<file path="src/rtl/pt_walk_pkg.sv">
package pt_walk_pkg;
  typedef enum logic [1:0] {
    ACC_LOAD  = 2'b00,
    ACC_STORE = 2'b01,
    ACC_FETCH = 2'b10,
    ACC_LOAD2 = 2'b11
  } acc_kind_e;

  typedef enum logic [1:0] {
    ST_OK    = 2'b00,
    ST_PAGE  = 2'b01,
    ST_PROT  = 2'b10
  } walk_status_e;

  typedef enum logic [2:0] {
    W_IDLE, W_DIR_RD, W_DIR_WT, W_TBL_RD, W_TBL_WT, W_CHECK, W_WB, W_RESP
  } walk_state_e;

  localparam int BIT_V = 0;
  localparam int BIT_R = 1;
  localparam int BIT_W = 2;
  localparam int BIT_X = 3;
  localparam int BIT_D = 4;
endpackage

</file>
<file path="src/rtl/pt_addr_form.sv">
module pt_addr_form #(
  parameter int IDX_W = 10,
  parameter int OFF_W = 12,
  localparam int AW = 2 * IDX_W + OFF_W
) (
  input  logic [AW-1:0] vaddr,
  input  logic [AW-1:0] base,
  input  logic [AW-1:0] dir_word,
  output logic [AW-1:0] dir_addr,
  output logic [AW-1:0] tbl_addr
);
  localparam int PPN_W = AW - OFF_W;

  logic [IDX_W-1:0] dir_idx, tbl_idx;
  assign dir_idx = vaddr[AW-1 -: IDX_W];
  assign tbl_idx = vaddr[OFF_W +: IDX_W];

  assign dir_addr = base + AW'({dir_idx, 2'b00});
  assign tbl_addr = {dir_word[AW-1 -: PPN_W], {OFF_W{1'b0}}} + AW'({tbl_idx, 2'b00});
endmodule

</file>
<file path="src/rtl/pt_entry_check.sv">
module pt_entry_check
  import pt_walk_pkg::*;
#(
  parameter int EW = 32
) (
  input  logic [EW-1:0] entry,
  input  acc_kind_e     kind,
  output logic          present,
  output logic          permitted,
  output logic          needs_dirty,
  output logic [EW-1:0] dirty_entry
);
  assign present = entry[BIT_V];

  always_comb begin
    unique case (kind)
      ACC_STORE: permitted = entry[BIT_W];
      ACC_FETCH: permitted = entry[BIT_X];
      default:   permitted = entry[BIT_R];
    endcase
  end

  assign needs_dirty = (kind == ACC_STORE) && !entry[BIT_D];
  assign dirty_entry = entry | (EW'(1) << BIT_D);
endmodule

</file>
<file path="src/rtl/pt_walk_engine.sv">
module pt_walk_engine
  import pt_walk_pkg::*;
#(
  parameter int IDX_W = 10,
  parameter int OFF_W = 12,
  localparam int AW = 2 * IDX_W + OFF_W
) (
  input  logic          clk,
  input  logic          rst_n,
  input  logic [AW-1:0] root_base,
  input  logic          req_valid,
  output logic          req_ready,
  input  logic [AW-1:0] req_vaddr,
  input  logic [1:0]    req_kind,
  output logic          rsp_valid,
  input  logic          rsp_ready,
  output logic [1:0]    rsp_status,
  output logic [AW-1:0] rsp_paddr,
  output logic [2:0]    rsp_perm,
  output logic          mem_valid,
  input  logic          mem_ready,
  output logic          mem_write,
  output logic [AW-1:0] mem_addr,
  output logic [AW-1:0] mem_wdata,
  input  logic          mem_rvalid,
  input  logic [AW-1:0] mem_rdata
);
  localparam int PPN_W = AW - OFF_W;

  walk_state_e   st;
  logic [AW-1:0] vaddr_q, base_q, dir_q, tbl_q;
  acc_kind_e     kind_q;
  logic [AW-1:0] dir_addr, tbl_addr, dirty_word;
  logic          present, permitted, needs_dirty;

  pt_addr_form #(.IDX_W(IDX_W), .OFF_W(OFF_W)) u_addr (
    .vaddr(vaddr_q), .base(base_q), .dir_word(dir_q),
    .dir_addr(dir_addr), .tbl_addr(tbl_addr)
  );

  pt_entry_check #(.EW(AW)) u_check (
    .entry(tbl_q), .kind(kind_q), .present(present), .permitted(permitted),
    .needs_dirty(needs_dirty), .dirty_entry(dirty_word)
  );

  assign req_ready = (st == W_IDLE);
  assign rsp_valid = (st == W_RESP);
  assign mem_valid = (st == W_DIR_RD) || (st == W_TBL_RD) || (st == W_WB);
  assign mem_write = (st == W_WB);
  assign mem_addr  = (st == W_DIR_RD) ? dir_addr : tbl_addr;
  assign mem_wdata = (st == W_WB) ? dirty_word : '0;

  always_ff @(posedge clk or negedge rst_n) begin
    if (!rst_n) begin
      st         <= W_IDLE;
      vaddr_q    <= '0;
      base_q     <= '0;
      dir_q      <= '0;
      tbl_q      <= '0;
      kind_q     <= ACC_LOAD;
      rsp_status <= ST_OK;
      rsp_paddr  <= '0;
      rsp_perm   <= '0;
    end else begin
      unique case (st)
        W_IDLE: if (req_valid) begin
          vaddr_q <= req_vaddr;
          kind_q  <= acc_kind_e'(req_kind);
          base_q  <= root_base;
          st      <= W_DIR_RD;
        end
        W_DIR_RD: if (mem_ready) st <= W_DIR_WT;
        W_DIR_WT: if (mem_rvalid) begin
          dir_q <= mem_rdata;
          if (!mem_rdata[BIT_V]) begin
            rsp_status <= ST_PAGE;
            rsp_paddr  <= '0;
            rsp_perm   <= '0;
            st         <= W_RESP;
          end else begin
            st <= W_TBL_RD;
          end
        end
        W_TBL_RD: if (mem_ready) st <= W_TBL_WT;
        W_TBL_WT: if (mem_rvalid) begin
          tbl_q <= mem_rdata;
          st    <= W_CHECK;
        end
        W_CHECK: begin
          if (!present || !permitted) begin
            rsp_status <= present ? ST_PROT : ST_PAGE;
            rsp_paddr  <= '0;
            rsp_perm   <= '0;
            st         <= W_RESP;
          end else begin
            rsp_status <= ST_OK;
            rsp_paddr  <= {tbl_q[AW-1 -: PPN_W], vaddr_q[OFF_W-1:0]};
            rsp_perm   <= {tbl_q[BIT_X], tbl_q[BIT_W], tbl_q[BIT_R]};
            st         <= needs_dirty ? W_WB : W_RESP;
          end
        end
        W_WB:   if (mem_ready) st <= W_RESP;
        W_RESP: if (rsp_ready) st <= W_IDLE;
        default: st <= W_IDLE;
      endcase
    end
  end

  assert_mem_hold_R10: assert property (@(posedge clk) disable iff (!rst_n)
    (mem_valid && !mem_ready) |=> (mem_valid && $stable(mem_addr) &&
                                   $stable(mem_write) && $stable(mem_wdata)));

  assert_rsp_hold_R10: assert property (@(posedge clk) disable iff (!rst_n)
    (rsp_valid && !rsp_ready) |=> (rsp_valid && $stable(rsp_status) &&
                                   $stable(rsp_paddr) && $stable(rsp_perm)));

  assert_one_walk_R1: assert property (@(posedge clk) disable iff (!rst_n)
    (req_valid && req_ready) |=> !req_ready);

  assert_quiet_port_R1: assert property (@(posedge clk) disable iff (!rst_n)
    rsp_valid |-> !mem_valid);

  assert_write_only_store_R8: assert property (@(posedge clk) disable iff (!rst_n)
    (mem_valid && mem_write) |-> (kind_q == ACC_STORE && mem_wdata[BIT_D]));

  assert_offset_kept_R4: assert property (@(posedge clk) disable iff (!rst_n)
    (rsp_valid && rsp_status == ST_OK) |-> (rsp_paddr[OFF_W-1:0] == vaddr_q[OFF_W-1:0]));

  assert_fault_zero_R5: assert property (@(posedge clk) disable iff (!rst_n)
    (rsp_valid && rsp_status != ST_OK) |-> (rsp_paddr == '0 && rsp_perm == '0));
endmodule

</file>
<file path="config.mk">
export PLATFORM = sky130hd
export DESIGN_NAME = pt_walk_engine
export DESIGN_NICKNAME = d
export VERILOG_FILES = /design/src/rtl/pt_walk_pkg.sv /design/src/rtl/pt_addr_form.sv /design/src/rtl/pt_entry_check.sv /design/src/rtl/pt_walk_engine.sv
export SDC_FILE = /design/constraint.sdc
export NUM_CORES = 1
export LEC_CHECK = 0
export CORE_UTILIZATION = 45
export CTS_BUF_LIST = sky130_fd_sc_hd__clkbuf_2 sky130_fd_sc_hd__clkbuf_4 sky130_fd_sc_hd__clkbuf_8
export DETAILED_ROUTE_END_ITERATION = 16
export DONT_BUFFER_PORTS = 1
export GPL_ROUTABILITY_DRIVEN = 0
export GPL_TIMING_DRIVEN = 0
export PLACE_DENSITY = 0.63
export SLEW_MARGIN = 20
export SYNTH_ARGS = -nofsm -noshare
export SYNTH_HDL_FRONTEND = slang
export SYNTH_SLANG_ARGS = --single-unit
export TNS_END_PERCENT = 50
</file>
<file path="constraint.sdc">
create_clock -name clk -period 2.8 [get_ports clk]
set_input_delay 0.42 -clock clk [delete_from_list [all_inputs] [get_ports clk]]
set_output_delay 0.42 -clock clk [all_outputs]
set_load 0.02 [all_outputs]
</file>
==> results.txt, run 1 <==
Initial antenna violation count: 1
Seq pwr share: 40.8%
Clk pin slew, worst setup/hold paths: 90 ps
Synth Warn #: 0
Most common cell in the synthesized netlist: dfrtp_1
Power Internal: 6.371 mW
Commonest cells post-synth: dfrtp_1 (158), mux2_2 (117), nand2_1 (49), and2_1 (38), a22o_1 (36)
CP peak stage delay: 390 ps
Post-synth EDFFs: 0
Period utilisation layout: 110.7%
Synthesized area: 7336 um^2
Crit path from: vaddr_q[22]$_DFFE_PN0P_
Detailed Routing Iterations Pass 1: 4
Post-synth net total: 716
Dpl ws: -376.3 ps
Min Clock Period, post-route: 3101 ps
CP Max Fanout: 5
Most frequent CP cell: a21oi_2
Die Width: 129.7 um
Outcome: complete, but fails checks
RSZ-0062 raised after global routing: true
Syn avg cell area: 12.25 um^2
Post-route setup TNS: -4210 ps
Min-delay worst type: in2async
Worst-path cell chain: ha_2 -> fa_2 -> a21oi_2 -> o21ai_2 -> a21oi_2 -> a211o_1 -> buf_6 -> nor3_2 -> xnor2_2 -> o21ai_4
IO Count: 209
Total power: 11.10 mW
Critical Path End Type: output pin
Critical path class: reg2out
Die H: 129.7 um
Fill cells: 1385
GRT Total Usage: 21.91%
Worst slew margin: 42.65%
Switching Share: 42.58%
Violated checks: hold timing, setup timing
P&R area growth vs syn: 15.27%
Drt initial violations: 198
Via count: 4701
PD cells: 1312 nW/um^2
Routed Antenna Nets: 0
Seq cells post-synth: 158
TritonCTS clock tree: built
ANT cells: 0
Worst Hold Slack: -339.2 ps
Clock Path Buffers: 2
Synth top area share: 53.90%
Die Area: 16820 um^2
VDD IR max: 0.0005561 V
WL final: 17970 um
First-pass GRT wire length: 27270 um
Post-synth ARST share: 100.0%
Mapped Cells: 599
Share of cells above drive strength 1: 38.14%
Worst Clk Skew: 8.825 ps
CP Data Required Time: 2380 ps
Via/cell ratio: 5.460
Clock root cell: clkbuf_8
Dominant cells by area after synthesis: dfrtp_1 (54%), mux2_2 (18%), a22o_1 (4.3%)
Global route overflow: 0
IO buf count: 0
CP arrival: 2680 ps
Worst skew pair latency: 450 ps
Critical Path Start Type: flip-flop
DP Wirelength: 13260 um
Number of H-tree levels: 4
Final worst slack: -300.9 ps
Final net count: 749
Slowest CP cell: dfrtp_1
Fmax: 322.5 MHz
Sw Pwr: 4.725 mW
Max_cap viols: 0
Max Slew Vio Count: 0
WP buf/inv: 1
Yosys cell types: 45
CORE AREA: 15890 um^2
DRC errors left: 0
Top delay family on crit path: compound AO/OA/AOI/OAI gates
Reg-to-Reg Start: st[0]$_DFFE_PN0P_
Setup violators final: 22
Static leakage: 3.748 nW
Worst-margin pin slew: 860.3 ps
Ys flop type: dfrtp_1
Synth area leader: dfrtp_1
Row cnt: 46
CTS buffer count: 17
Largest net degree at the start of global routing: 159
Final Instance Area: 8456 um^2
Post-DP Area: 7606 um^2
Clock sinks: 158
Drt wl/cell: 20.88 um
Initial Util: 46.18%
Clock power share: 15.4%
Register area share after synthesis: 53.90%
Combinational share of power: 43.8%
Vias in the first global route: 4889
Final hold vios: 158
## path summary, 6_finish.rpt
kind	slack, ps	end	depth (start not counted)
min in group clk	110	kind_q[1]$_DFFE_PN0P_	2
worst min register to register	500	rsp_paddr[1]$_DFFE_PN0P_	1
worst max-delay path	-300	mem_addr[22]	10
worst min-delay path	-340	tbl_q[0]$_DFFE_PN0P_	0
worst max register to register	180	base_q[30]$_DFFE_PN0P_	7
max in group asynchronous	2930	base_q[27]$_DFFE_PN0P_	0
## cell type report
class | count | area (um^2) | share of cell area [%]
flip-flops and latches | 158 | 3954 | 46.76
multi-input cells | 394 | 3485 | 41.21
well taps | 216 | 270.3 | 3.196
clock buffers | 18 | 241.5 | 2.856
plain buffers | 37 | 198.9 | 2.353
clock inverters | 14 | 156.4 | 1.850
repair buffers | 14 | 112.6 | 1.332
inverters | 10 | 37.54 | 0.4439
## logic make-up after synthesis
| kind of cell | synth area share (%) |
|---|---|
| compound gates | 10.06 |
| xor+xnor | 3.224 |
| fa+ha+maj | 2.320 |
| buf+inv | 3.053 |
| flops | 53.90 |
| mux | 17.96 |
| simple gates | 9.483 |
## cells in the final DEF (no fill, tap or decap), types with 2 or more instances in the layout
cell type	Yosys	layout
a21o_1	3	3
a21oi_1	10	8
a21oi_2	2	2
a21oi_4	0	2
a22o_1	36	36
and2_1	38	38
and3_1	8	8
buf_2	20	21
buf_4	4	15
buf_6	1	4
bufinv_16	0	2
clkbuf_1	12	8
clkbuf_4	0	3
clkbuf_8	0	17
clkinv_2	0	2
clkinvlp_4	0	3
dfrtp_1	158	158
ha_1	12	7
ha_4	0	4
inv_1	10	10
inv_6	0	5
mux2_2	117	117
nand2_1	49	48
nand2b_1	4	3
nand3_1	7	7
nor2_1	12	11
nor2b_1	2	2
nor3_1	4	2
nor3_2	2	2
nor3_4	0	2
o211ai_1	7	7
o21ai_0	25	5
o21ai_1	7	2
o21ai_2	2	22
o21ai_4	0	5
o21bai_1	2	2
xnor2_1	14	9
xnor2_2	0	5
xor2_1	13	13
## sequential cells by signal (all words and copies together), names as in the netlist
register,count
rsp_perm,3
kind_q,2
st,3
base_q,32
rsp_status,2
vaddr_q,32
dir_q,20
tbl_q,32
rsp_paddr,32
## stage by stage
step | utilization [%] | hold slack (ps) | cells
floorplan | - | 124.4 | 599
global placement | 47.88 | 129.2 | 815
finish | 53.23 | -339.2 | 861
CTS | 52.17 | -371.5 | 858
global route | 53.23 | -382.5 | 861
detailed placement | 47.88 | 131.4 | 815
## worst reg2reg max path: stages (launching register included)
cell	delay (ps)
dfrtp_1	380
buf_2	180
nor3_1	610
and2_1	230
buf_2	160
buf_4	230
buf_2	340
mux2_2	380
## what timing repair did
item | CTS | global route
endpoints found under the setup margin | 29 | 29
pin swaps | 17 | 17
resized for setup | 65 | 27
buffers inserted | 9 | 3
endpoints found under the hold margin | 158 | 158
gates cloned | 2 | 0
## metal layers
| metal | wire length (um) | vias to the layer above | track usage (%) |
|---|---|---|---|
| met4 | 453 | 2 | 9.234 |
| li1 | - | 2195 | - |
| met3 | 1321 | 34 | 7.556 |
| met2 | 8817 | 149 | 36.36 |
| met1 | 7368 | 2321 | 25.86 |
| met5 | 13 | - | 0 |
## power groups by stage
stage / Combinational [mW] / Clock [mW] / Sequential (mW)
6_report: 4.86 / 1.71 / 4.53
5_1_grt: 5.26 / 1.87 / 4.70
4_1_cts: 4.64 / 1.76 / 4.51
3_5_place_dp: 4.07 / 0 / 4.54
3_3_place_gp: 3.96 / 0 / 4.46
2_1_floorplan: 3.36 / 0 / 4.25
(Power assumes the default switching activity.)
==> run 2, diff against run 1 <==
- CORE_MARGIN: unset -> 2
==> run 2 against run 1 <==
  * The run still ends with hold timing, setup timing left
  * Sequential share of layout area down 0.19 points
  * Largest cell class unchanged
  * Clock skew rose by 2.0 ps
  * Hold slack better by 8.1 ps
  * Final area rose by 0.41%
  * Critical path type unchanged
==> results.txt, run 2 (same netlist as run 1, synthesis figures left out) <==
Fmax: 317.4 MHz
Period utilisation layout: 112.5%
VDD IR max: 0.0006019 V
Via/cell ratio: 5.519
Final Instance Area: 8491 um^2
Final net count: 749
Crit path from: vaddr_q[22]$_DFFE_PN0P_
M2 GR Usage: 35.51%
GR Layer Usage met1: 25.63%
CORE AREA: 15890 um^2
Max_cap viols: 0
Min Clock Period, post-route: 3151 ps
Routed Antenna Nets: 0
Static leakage: 3.757 nW
R2r endpoint: base_q[30]$_DFFE_PN0P_
DP Wirelength: 13460 um
Worst Hold Slack: -331.1 ps
Worst Clk Skew: 10.81 ps
Reg-to-Reg Start: st[0]$_DFFE_PN0P_
Drt wl/cell: 21.12 um
Worst reg-to-reg setup slack: 160 ps
GRT Total Usage: 21.30%
CP Max Fanout: 5
RSZ-0062 raised after global routing: true
WL final: 18180 um
Final worst slack: -350.8 ps
Max Slew Vio Count: 0
PD cells: 1320 nW/um^2
Worst-margin pin slew: 895.9 ps
Critical Path End: mem_addr[30]
IO buf count: 0
First-pass GRT wire length: 28490 um
Top Usage Layer GRT: met2
Row cnt: 46
Worst slew margin: 40.27%
Die Width: 131.7 um
Min-delay worst type: in2async
Initial antenna violation count: 1
Setup violators final: 23
Clock Path Buffers: 2
Die H: 131.7 um
Critical path class: reg2out
Vias in the first global route: 4922
TritonCTS clock tree: built
Final cell count without fillers: 861
ANT cells: 0
Die Area: 17340 um^2
Critical Path Start Type: flip-flop
DP Cell Count: 815
CP arrival: 2730 ps
Violated checks: hold timing, setup timing
Largest net degree at the start of global routing: 159
Final hold vios: 158
GRT met3 Usage: 8.025%
Outcome: complete, but fails checks
Post-DP Area: 7606 um^2
CP Data Required Time: 2380 ps
Worst skew pair latency: 450 ps
DRC errors left: 0
Via count: 4752
Fill cells: 1371
Initial Util: 46.18%
Commonest non-fill, non-tap cell in the layout: dfrtp_1
P&R area growth vs syn: 15.74%
Worst r2r path cells: 7
Total power: 11.21 mW
Clk pin slew, worst setup/hold paths: 90 ps
Number of H-tree levels: 4
Critical Path End Type: output pin
CTS buffer count: 17
Detailed Routing Iterations Pass 1: 4
IO Count: 209
Share of cells above drive strength 1: 38.29%
Drt initial violations: 159
Clock sinks: 158
Global route overflow: 0
Most frequent cells in the layout: dfrtp_1 (158), mux2_2 (117), nand2_1 (48)
Clock root cell: clkbuf_8
run 2: how the worst min path moves through the flow:
| stage | start | to | slack [ps] | cells after the start |
|---|---|---|---|---|
| floorplan | rst_n | base_q[0]$_DFFE_PN0P_ | 120 | 0 |
| global placement | rst_n | tbl_q[5]$_DFFE_PN0P_ | 130 | 0 |
| detailed placement | rst_n | tbl_q[3]$_DFFE_PN0P_ | 130 | 0 |
| CTS | rst_n | tbl_q[3]$_DFFE_PN0P_ | -370 | 0 |
| global route | rst_n | rsp_paddr[6]$_DFFE_PN0P_ | -380 | 0 |
| finish | rst_n | rsp_perm[2]$_DFFE_PN0P_ | -330 | 0 |
run 2: stage by stage:
step	setup TNS (ps)	setup slack, ps	util, %
finish	-5610	-350.8	53.45
CTS	-6267	-372.3	52.76
floorplan	0	16.12	-
global route	-8780	-475.6	53.45
detailed placement	-4327	-359.6	47.88
global placement	-4004	-348.9	47.88
run 2: cell type report:
| class | count | area, um^2 | share of cell area (%) |
|---|---|---|---|
| Multi-Input combinational cell | 394 | 3465 | 40.80 |
| Buffer | 37 | 201.4 | 2.373 |
| Inverter | 10 | 37.54 | 0.4421 |
| Timing Repair Buffer | 14 | 125.1 | 1.474 |
| Sequential cell | 158 | 3954 | 46.57 |
| Clock inverter | 13 | 176.4 | 2.078 |
| Clock buffer | 19 | 261.5 | 3.080 |
| Tap cell | 216 | 270.3 | 3.183 |
run 2: critical path, stage by stage (launching register included):
cell     delay (ps)
dfrtp_1         420
ha_4            190
fa_2            390
a21oi_4         150
o21ai_2          70
a21oi_2         180
a211o_1         230
buf_6           160
nor3_1           70
xnor2_1         160
o21ai_2         270
run 2: power breakdown:
part	switching, mW	total [mW]	leakage, nW	internal [mW]
logic	2.68	4.84	1.57	2.16
registers	1.14	4.52	1.97	3.39
clock network	0.896	1.85	0.212	0.950
total	4.71	11.2	3.76	6.50
run 2: metal layers:
layer	vias up	wire length [um]
met1	2376	7596
li1	2192	-
met5	-	13
met2	152	8962
met3	30	1221
met4	2	387
run 2: repair_timing:
action,4_1_cts,5_1_grt
gates cloned,1,0
hold endpoints to repair,158,158
pin swaps,24,20
resized for setup,73,20
buffers inserted,11,2
setup endpoints to repair,29,29
